--- src/rtl/l2ctl_pkg.sv ---
package l2ctl_pkg;
  localparam int unsigned CTL_W   = 8;
  localparam int unsigned SIZE_W  = 2;
  localparam int unsigned STRAP_W = 2;
  localparam int unsigned L1_BIT  = 0;
  localparam int unsigned FM_BIT  = 1;
  localparam int unsigned NAD_BIT = 3;
  localparam int unsigned SRAM_LSB = 4;

  typedef enum logic [1:0] {
    SRAM_PB   = 2'b00,
    SRAM_RSV1 = 2'b01,
    SRAM_RSV2 = 2'b10,
    SRAM_PB2  = 2'b11
  } sram_kind_e;

  typedef enum logic [1:0] {
    L2_OFF    = 2'b00,
    L2_INVAL  = 2'b01,
    L2_NORMAL = 2'b10,
    L2_FORCE  = 2'b11
  } l2_mode_e;

  typedef enum logic [1:0] {
    NA_OFF  = 2'b00,
    NA_NEXT = 2'b01,
    NA_LATE = 2'b10
  } na_mode_e;

  typedef struct packed {
    sram_kind_e sram;
    logic       na_off;
    logic       force_mi;
    logic       l1_en;
  } ctl_t;

  typedef struct packed {
    logic valid;
    logic read;
    logic burst;
    logic cacheable;
    logic hit;
  } cyc_t;
endpackage

--- src/rtl/l2ctl_reg.sv ---
module l2ctl_reg
  import l2ctl_pkg::*;
#(
  parameter int unsigned DATA_W = CTL_W
) (
  input  logic                clk_i,
  input  logic                rst_ni,
  input  logic                wr_en_i,
  input  logic [DATA_W-1:0]   wr_data_i,
  input  logic [STRAP_W-1:0]  strap_i,
  output ctl_t                ctl_o,
  output logic [DATA_W-1:0]   rd_data_o
);
  ctl_t ctl_q, wr_fields;
  logic load_pend_q;
  logic unused_bits;

  assign unused_bits = ^{wr_data_i[DATA_W-1:SRAM_LSB+2], wr_data_i[2]};

  always_comb begin
    wr_fields.l1_en    = wr_data_i[L1_BIT];
    wr_fields.force_mi = wr_data_i[FM_BIT];
    wr_fields.na_off   = wr_data_i[NAD_BIT];
    wr_fields.sram     = sram_kind_e'(wr_data_i[SRAM_LSB +: 2]);
  end

  // strap load on first edge after reset release wins over a write to bits 5:4
  always_ff @(posedge clk_i or negedge rst_ni) begin
    if (!rst_ni) begin
      ctl_q       <= '0;
      load_pend_q <= 1'b1;
    end else begin
      load_pend_q <= 1'b0;
      if (wr_en_i) ctl_q <= wr_fields;
      if (load_pend_q) ctl_q.sram <= sram_kind_e'(~strap_i);
    end
  end

  always_comb begin
    rd_data_o                   = '0;
    rd_data_o[L1_BIT]           = ctl_q.l1_en;
    rd_data_o[FM_BIT]           = ctl_q.force_mi;
    rd_data_o[NAD_BIT]          = ctl_q.na_off;
    rd_data_o[SRAM_LSB +: 2]    = ctl_q.sram;
  end

  assign ctl_o = ctl_q;
endmodule

--- src/rtl/l2ctl_mode.sv ---
module l2ctl_mode
  import l2ctl_pkg::*;
#(
  parameter logic [SIZE_W-1:0] TWO_BANK_SIZE = 2'b10
) (
  input  ctl_t              ctl_i,
  input  logic [SIZE_W-1:0] size_i,
  output l2_mode_e          l2_mode_o,
  output na_mode_e          na_mode_o,
  output logic              populated_o
);
  assign populated_o = |size_i;

  always_comb begin
    unique case ({ctl_i.l1_en, ctl_i.force_mi})
      2'b10:   l2_mode_o = L2_NORMAL;
      2'b11:   l2_mode_o = L2_FORCE;
      2'b01:   l2_mode_o = L2_INVAL;
      default: l2_mode_o = L2_OFF;
    endcase
  end

  always_comb begin
    na_mode_o = NA_OFF;
    if (!ctl_i.na_off && populated_o) begin
      unique case (ctl_i.sram)
        SRAM_PB:  na_mode_o = NA_NEXT;
        SRAM_PB2: na_mode_o = (size_i == TWO_BANK_SIZE) ? NA_LATE : NA_NEXT;
        default:  na_mode_o = NA_OFF;
      endcase
    end
  end
endmodule

--- src/rtl/l2ctl_cycle.sv ---
module l2ctl_cycle
  import l2ctl_pkg::*;
(
  input  logic     clk_i,
  input  logic     rst_ni,
  input  cyc_t     cyc_i,
  input  l2_mode_e l2_mode_i,
  input  na_mode_e na_mode_i,
  input  logic     populated_i,
  output logic     ken_no,
  output logic     l2_hit_o,
  output logic     force_miss_o,
  output logic     tag_inval_o,
  output logic     na_no
);
  logic l1_on, ken_d, hit_d, fmiss_d, inval_d, na_req, na_now, late_q;

  assign l1_on   = (l2_mode_i == L2_NORMAL) || (l2_mode_i == L2_FORCE);
  assign ken_d   = cyc_i.valid && cyc_i.cacheable && l1_on;
  assign hit_d   = cyc_i.valid && populated_i && (l2_mode_i == L2_NORMAL) && cyc_i.hit;
  assign fmiss_d = cyc_i.valid && populated_i && (l2_mode_i == L2_FORCE);
  assign inval_d = cyc_i.valid && populated_i && (l2_mode_i == L2_INVAL) && cyc_i.read;
  // burst read served from the second-level cache
  assign na_req  = hit_d && cyc_i.read && cyc_i.burst;
  assign na_now  = na_req && (na_mode_i == NA_NEXT);

  always_ff @(posedge clk_i or negedge rst_ni) begin
    if (!rst_ni) begin
      ken_no       <= 1'b1;
      l2_hit_o     <= 1'b0;
      force_miss_o <= 1'b0;
      tag_inval_o  <= 1'b0;
      na_no        <= 1'b1;
      late_q       <= 1'b0;
    end else begin
      ken_no       <= !ken_d;
      l2_hit_o     <= hit_d;
      force_miss_o <= fmiss_d;
      tag_inval_o  <= inval_d;
      late_q       <= na_req && (na_mode_i == NA_LATE);
      na_no        <= !(na_now || late_q);
    end
  end
endmodule

--- src/rtl/l2ctl_top.sv ---
module l2ctl_top
  import l2ctl_pkg::*;
#(
  parameter logic [SIZE_W-1:0] TWO_BANK_SIZE = 2'b10
) (
  input  logic               clk_i,
  input  logic               rst_ni,
  input  logic [STRAP_W-1:0] strap_i,
  input  logic [SIZE_W-1:0]  size_i,
  input  logic               wr_en_i,
  input  logic [CTL_W-1:0]   wr_data_i,
  output logic [CTL_W-1:0]   rd_data_o,
  input  logic               cyc_valid_i,
  input  logic               cyc_read_i,
  input  logic               cyc_burst_i,
  input  logic               cyc_cacheable_i,
  input  logic               tag_hit_i,
  output logic               ken_no,
  output logic               l2_hit_o,
  output logic               force_miss_o,
  output logic               tag_inval_o,
  output logic               na_no
);
  ctl_t     ctl;
  l2_mode_e l2_mode;
  na_mode_e na_mode;
  logic     populated;
  cyc_t     cyc;

  assign cyc = '{valid: cyc_valid_i, read: cyc_read_i, burst: cyc_burst_i,
                 cacheable: cyc_cacheable_i, hit: tag_hit_i};

  l2ctl_reg #(.DATA_W(CTL_W)) u_reg (
    .clk_i     (clk_i),
    .rst_ni    (rst_ni),
    .wr_en_i   (wr_en_i),
    .wr_data_i (wr_data_i),
    .strap_i   (strap_i),
    .ctl_o     (ctl),
    .rd_data_o (rd_data_o)
  );

  l2ctl_mode #(.TWO_BANK_SIZE(TWO_BANK_SIZE)) u_mode (
    .ctl_i       (ctl),
    .size_i      (size_i),
    .l2_mode_o   (l2_mode),
    .na_mode_o   (na_mode),
    .populated_o (populated)
  );

  l2ctl_cycle u_cycle (
    .clk_i        (clk_i),
    .rst_ni       (rst_ni),
    .cyc_i        (cyc),
    .l2_mode_i    (l2_mode),
    .na_mode_i    (na_mode),
    .populated_i  (populated),
    .ken_no       (ken_no),
    .l2_hit_o     (l2_hit_o),
    .force_miss_o (force_miss_o),
    .tag_inval_o  (tag_inval_o),
    .na_no        (na_no)
  );
endmodule

--- config.mk ---
export PLATFORM = sky130hd
export DESIGN_NAME = l2ctl_top
export DESIGN_NICKNAME = d
export VERILOG_FILES = /design/src/rtl/l2ctl_pkg.sv /design/src/rtl/l2ctl_reg.sv /design/src/rtl/l2ctl_mode.sv /design/src/rtl/l2ctl_cycle.sv /design/src/rtl/l2ctl_top.sv
export SDC_FILE = /design/constraint.sdc
export NUM_CORES = 1
export LEC_CHECK = 0
export BUFFER_PORTS_ARGS = -buffer_cell sky130_fd_sc_hd__buf_2
export CAP_MARGIN = 20
export CORE_UTILIZATION = 38
export DETAILED_ROUTE_END_ITERATION = 6
export PLACE_DENSITY = 0.72
export SYNTH_ARGS = -nofsm -noshare
export SYNTH_HDL_FRONTEND = slang
export SYNTH_HIERARCHICAL = 1
export SYNTH_SLANG_ARGS = --single-unit
export TNS_END_PERCENT = 30
--- constraint.sdc ---
create_clock -name clk_i -period 1.3 [get_ports clk_i]
set_input_delay 0.26 -clock clk_i [delete_from_list [all_inputs] [get_ports clk_i]]
set_output_delay 0.26 -clock clk_i [all_outputs]
set_load 0.02 [all_outputs]
==> impl_metrics.csv <==
group,metric,value,unit
run_status,status,"finished with violations",
run_status,violations,"setup timing",
route,drtIter0Drc,2,
grt,grt_antenna_before_repair,0,
die,pin_count,33,
synth,ys_ff_latch,12,
synth,yosysWarnings,6,
timing,hold_viol_final,0,
synth,netlist_instances,53,
route,viasPerCell,4.61,
die,dieHeight,42.5,um
critical_path,cp_slowest_stage_delay,410,ps
die,core,1520,um^2
synth,synthArstFlopShare,100,%
critical_path,end_kind,"flop",
power,powerDensity,1070,nW/um^2
timing,period_needed,1330,ps
clock_tree,cts-root-buf,"clkbuf_4",
synth,syn_area,622,um^2
critical_path,crit_arrival,1530,ps
synth,ys_types,23,
flow_run,max_cap_viol_count,0,
cells_and_area,antennaDiodeCount,0,
synth,ys_seq_area_share,48.9,%
grt,grt_pass1_wl,1630,um
clock_tree,insertion_delay,270,ps
clock_tree,cts_num_sinks,12,
critical_path,r2r_cells,6,
synth,avgSynthCellArea,11.7,um^2
clock_tree,htreeDepth,1,
route,post_drt_wl_per_cell,10.1,um
critical_path,critical_path_peak_fanout,4,
route,num_vias,443,
clock_tree,cts.clk_slew.worst_paths,70,ps
route,antenna_left,0,
synth,synth_edf_count,0,
critical_path,cp.required,1490,ps
timing,drv_slew,0,
timing,post-route-period-util,103,%
power,leakage,0.401,nW
hold_path,whs_path_depth,2,
synth,synth_top_cell_by_area,"dfrtp_1",
grt,track_usage,12.5,%
route,wirelength,968,um
timing,rsz0062_at_grt,"true",
die,rows,14,
clock_tree,post_cts_resized,0,
place,port-buffer-count,26,
grt,grt_start_max_net_pins,13,
critical_path,slowest_stage,"dfrtp_1",
cells_and_area,fin_nets,103,
synth,ys.flop_type,"dfrtp_1",
power,irDropWorstVdd,0.623,mV
timing,setup_slack,-34.6,ps
route,first_pass_iters,3,
timing,fin_skew,6.97,ps
synth,synth_top_area_share,36.2,%
die,dieWidth,42.5,um
clock_tree,cts_tree,"yes",
power,finalPower,0.000824,W
cells_and_area,drive_above_1_share,53.8,%
cells_and_area,syn_to_final_growth,23.9,%
critical_path,start_kind,"flop",
die,die_area,1800,um^2
timing,fmax,749,MHz
clock_tree,clockBufferDepth,2,
critical_path,critPathKind,"reg2reg",
place,gp_congestion,0.743,
cells_and_area,final_area,771,um^2
grt,grt_overflow,0,
cells_and_area,layout_commonest_cell,"buf_2",
critical_path,crit_chain,"inv_1, ha_1, nand2_1, a211oi_2, nand2b_1, o31a_1",
hold_path,hold_path_class,"in2reg",
synth,ys_top_cells_by_area,"dfrtp_1 (36%), dfstp_2 (13%), buf_4 (9.7%)",
timing,setup_viol,1,
place,placed_cell_area,727,um^2
timing,hold_slack,141,ps
cells_and_area,final_cell_mix,"buf_2 (26), dfrtp_1 (9)",
die,start_util,40.8,%
grt,grt_pass1_vias,418,
timing,tns,-34.6,ps
route,drc,0,
clock_tree,cts_buffers,3,
## area by class of cell
cell class              count  area (um^2)
clock buffers               4         26.3
fillers                   156          753
inverters                   4         15.0
multi-input cells          29          235
flip-flops and latches     12          304
well taps                  16         20.0
repair buffers             31          170
## report_power, final
part / switching, W / internal [W]
Clock: 0.000112 / 0.000119
Combinational: 0.0000873 / 0.0000855
Sequential: 0.0000220 / 0.000398
## metrics by stage
stage | cells | setup WS [ps] | utilization, %
after floorplan | 56 | 22.9 | -
after global placement | 90 | -28.9 | 47.7
after detailed placement | 90 | -50.9 | 47.7
after CTS | 96 | -58.8 | 50.6
after global routing | 96 | -125 | 50.6
final | 96 | -34.6 | 50.6
## state kept, by name, indices dropped and copies added, names as in the netlist
signal	cells
u_cycle/force_miss_o	1
u_cycle/late_q	1
u_reg/ctl_o	5
u_cycle/ken_no	1
u_reg/load_pend_q	1
u_cycle/l2_hit_o	1
u_cycle/tag_inval_o	1
u_cycle/na_no	1
## critical path: cells and delay by family (launching register included)
kind / cells / cell delay (ps)
adder cells (fa/ha/maj): 1 / 150
AND/OR/NAND/NOR: 2 / 140
buffers and inverters: 1 / 70
AO/OA/AOI/OAI: 2 / 480
flip-flops: 1 / 410
## final timing paths
path,startpoint,to,slack [ps]
setup / recovery,u_reg/ctl_o[4],u_cycle/na_no,-30
min in group asynchronous,rst_ni,u_reg/ctl_o[0],390
max in group asynchronous,rst_ni,u_cycle/ken_no,640
setup reg to reg,u_reg/ctl_o[4],u_cycle/na_no,-30
hold / removal,cyc_cacheable_i,u_cycle/ken_no,140
hold reg to reg,u_cycle/late_q,u_cycle/na_no,450
## synthesized netlist by cell type, drive strengths merged (2+ instances only)
cell type and n:
dfstp 3, dfrtp 9, clkbuf 2, nand4 3, inv 4, mux2i 4
mux2 3, nor2 2, ha 2, buf 9
## repair_timing
action | CTS | global route
pin swaps | 1 | 1
buffers inserted | 1 | 0
hold endpoints to repair | 9 | 0
hold buffers | 1 | 0
endpoints found under the setup margin | 1 | 2
cloned | 0 | 0
## logic make-up (layout without fill, tap and decap cells)
family	after synthesis	count (layout)	share of synthesized area, %
and+or+nand+nor	13	13	13.5
DFF	12	12	48.9
muxes	7	7	13.7
AOI/OAI and AO/OA	3	3	4.22
other	1	4	0.603
adders and majority gates	2	2	4.02
buffers and inverters	15	39	15.1
## layer usage
| layer | part of all wire (%) | wire [um] | global-route usage [%] |
|---|---|---|---|
| met1 | 44 | 424 | 13.9 |
| met2 | 45 | 438 | 19.7 |
| met5 | 0 | 0 | 0 |
| met3 | 11 | 105 | 7.76 |
| met4 | 0 | 0 | 3.75 |
(Power assumes the default switching activity.)
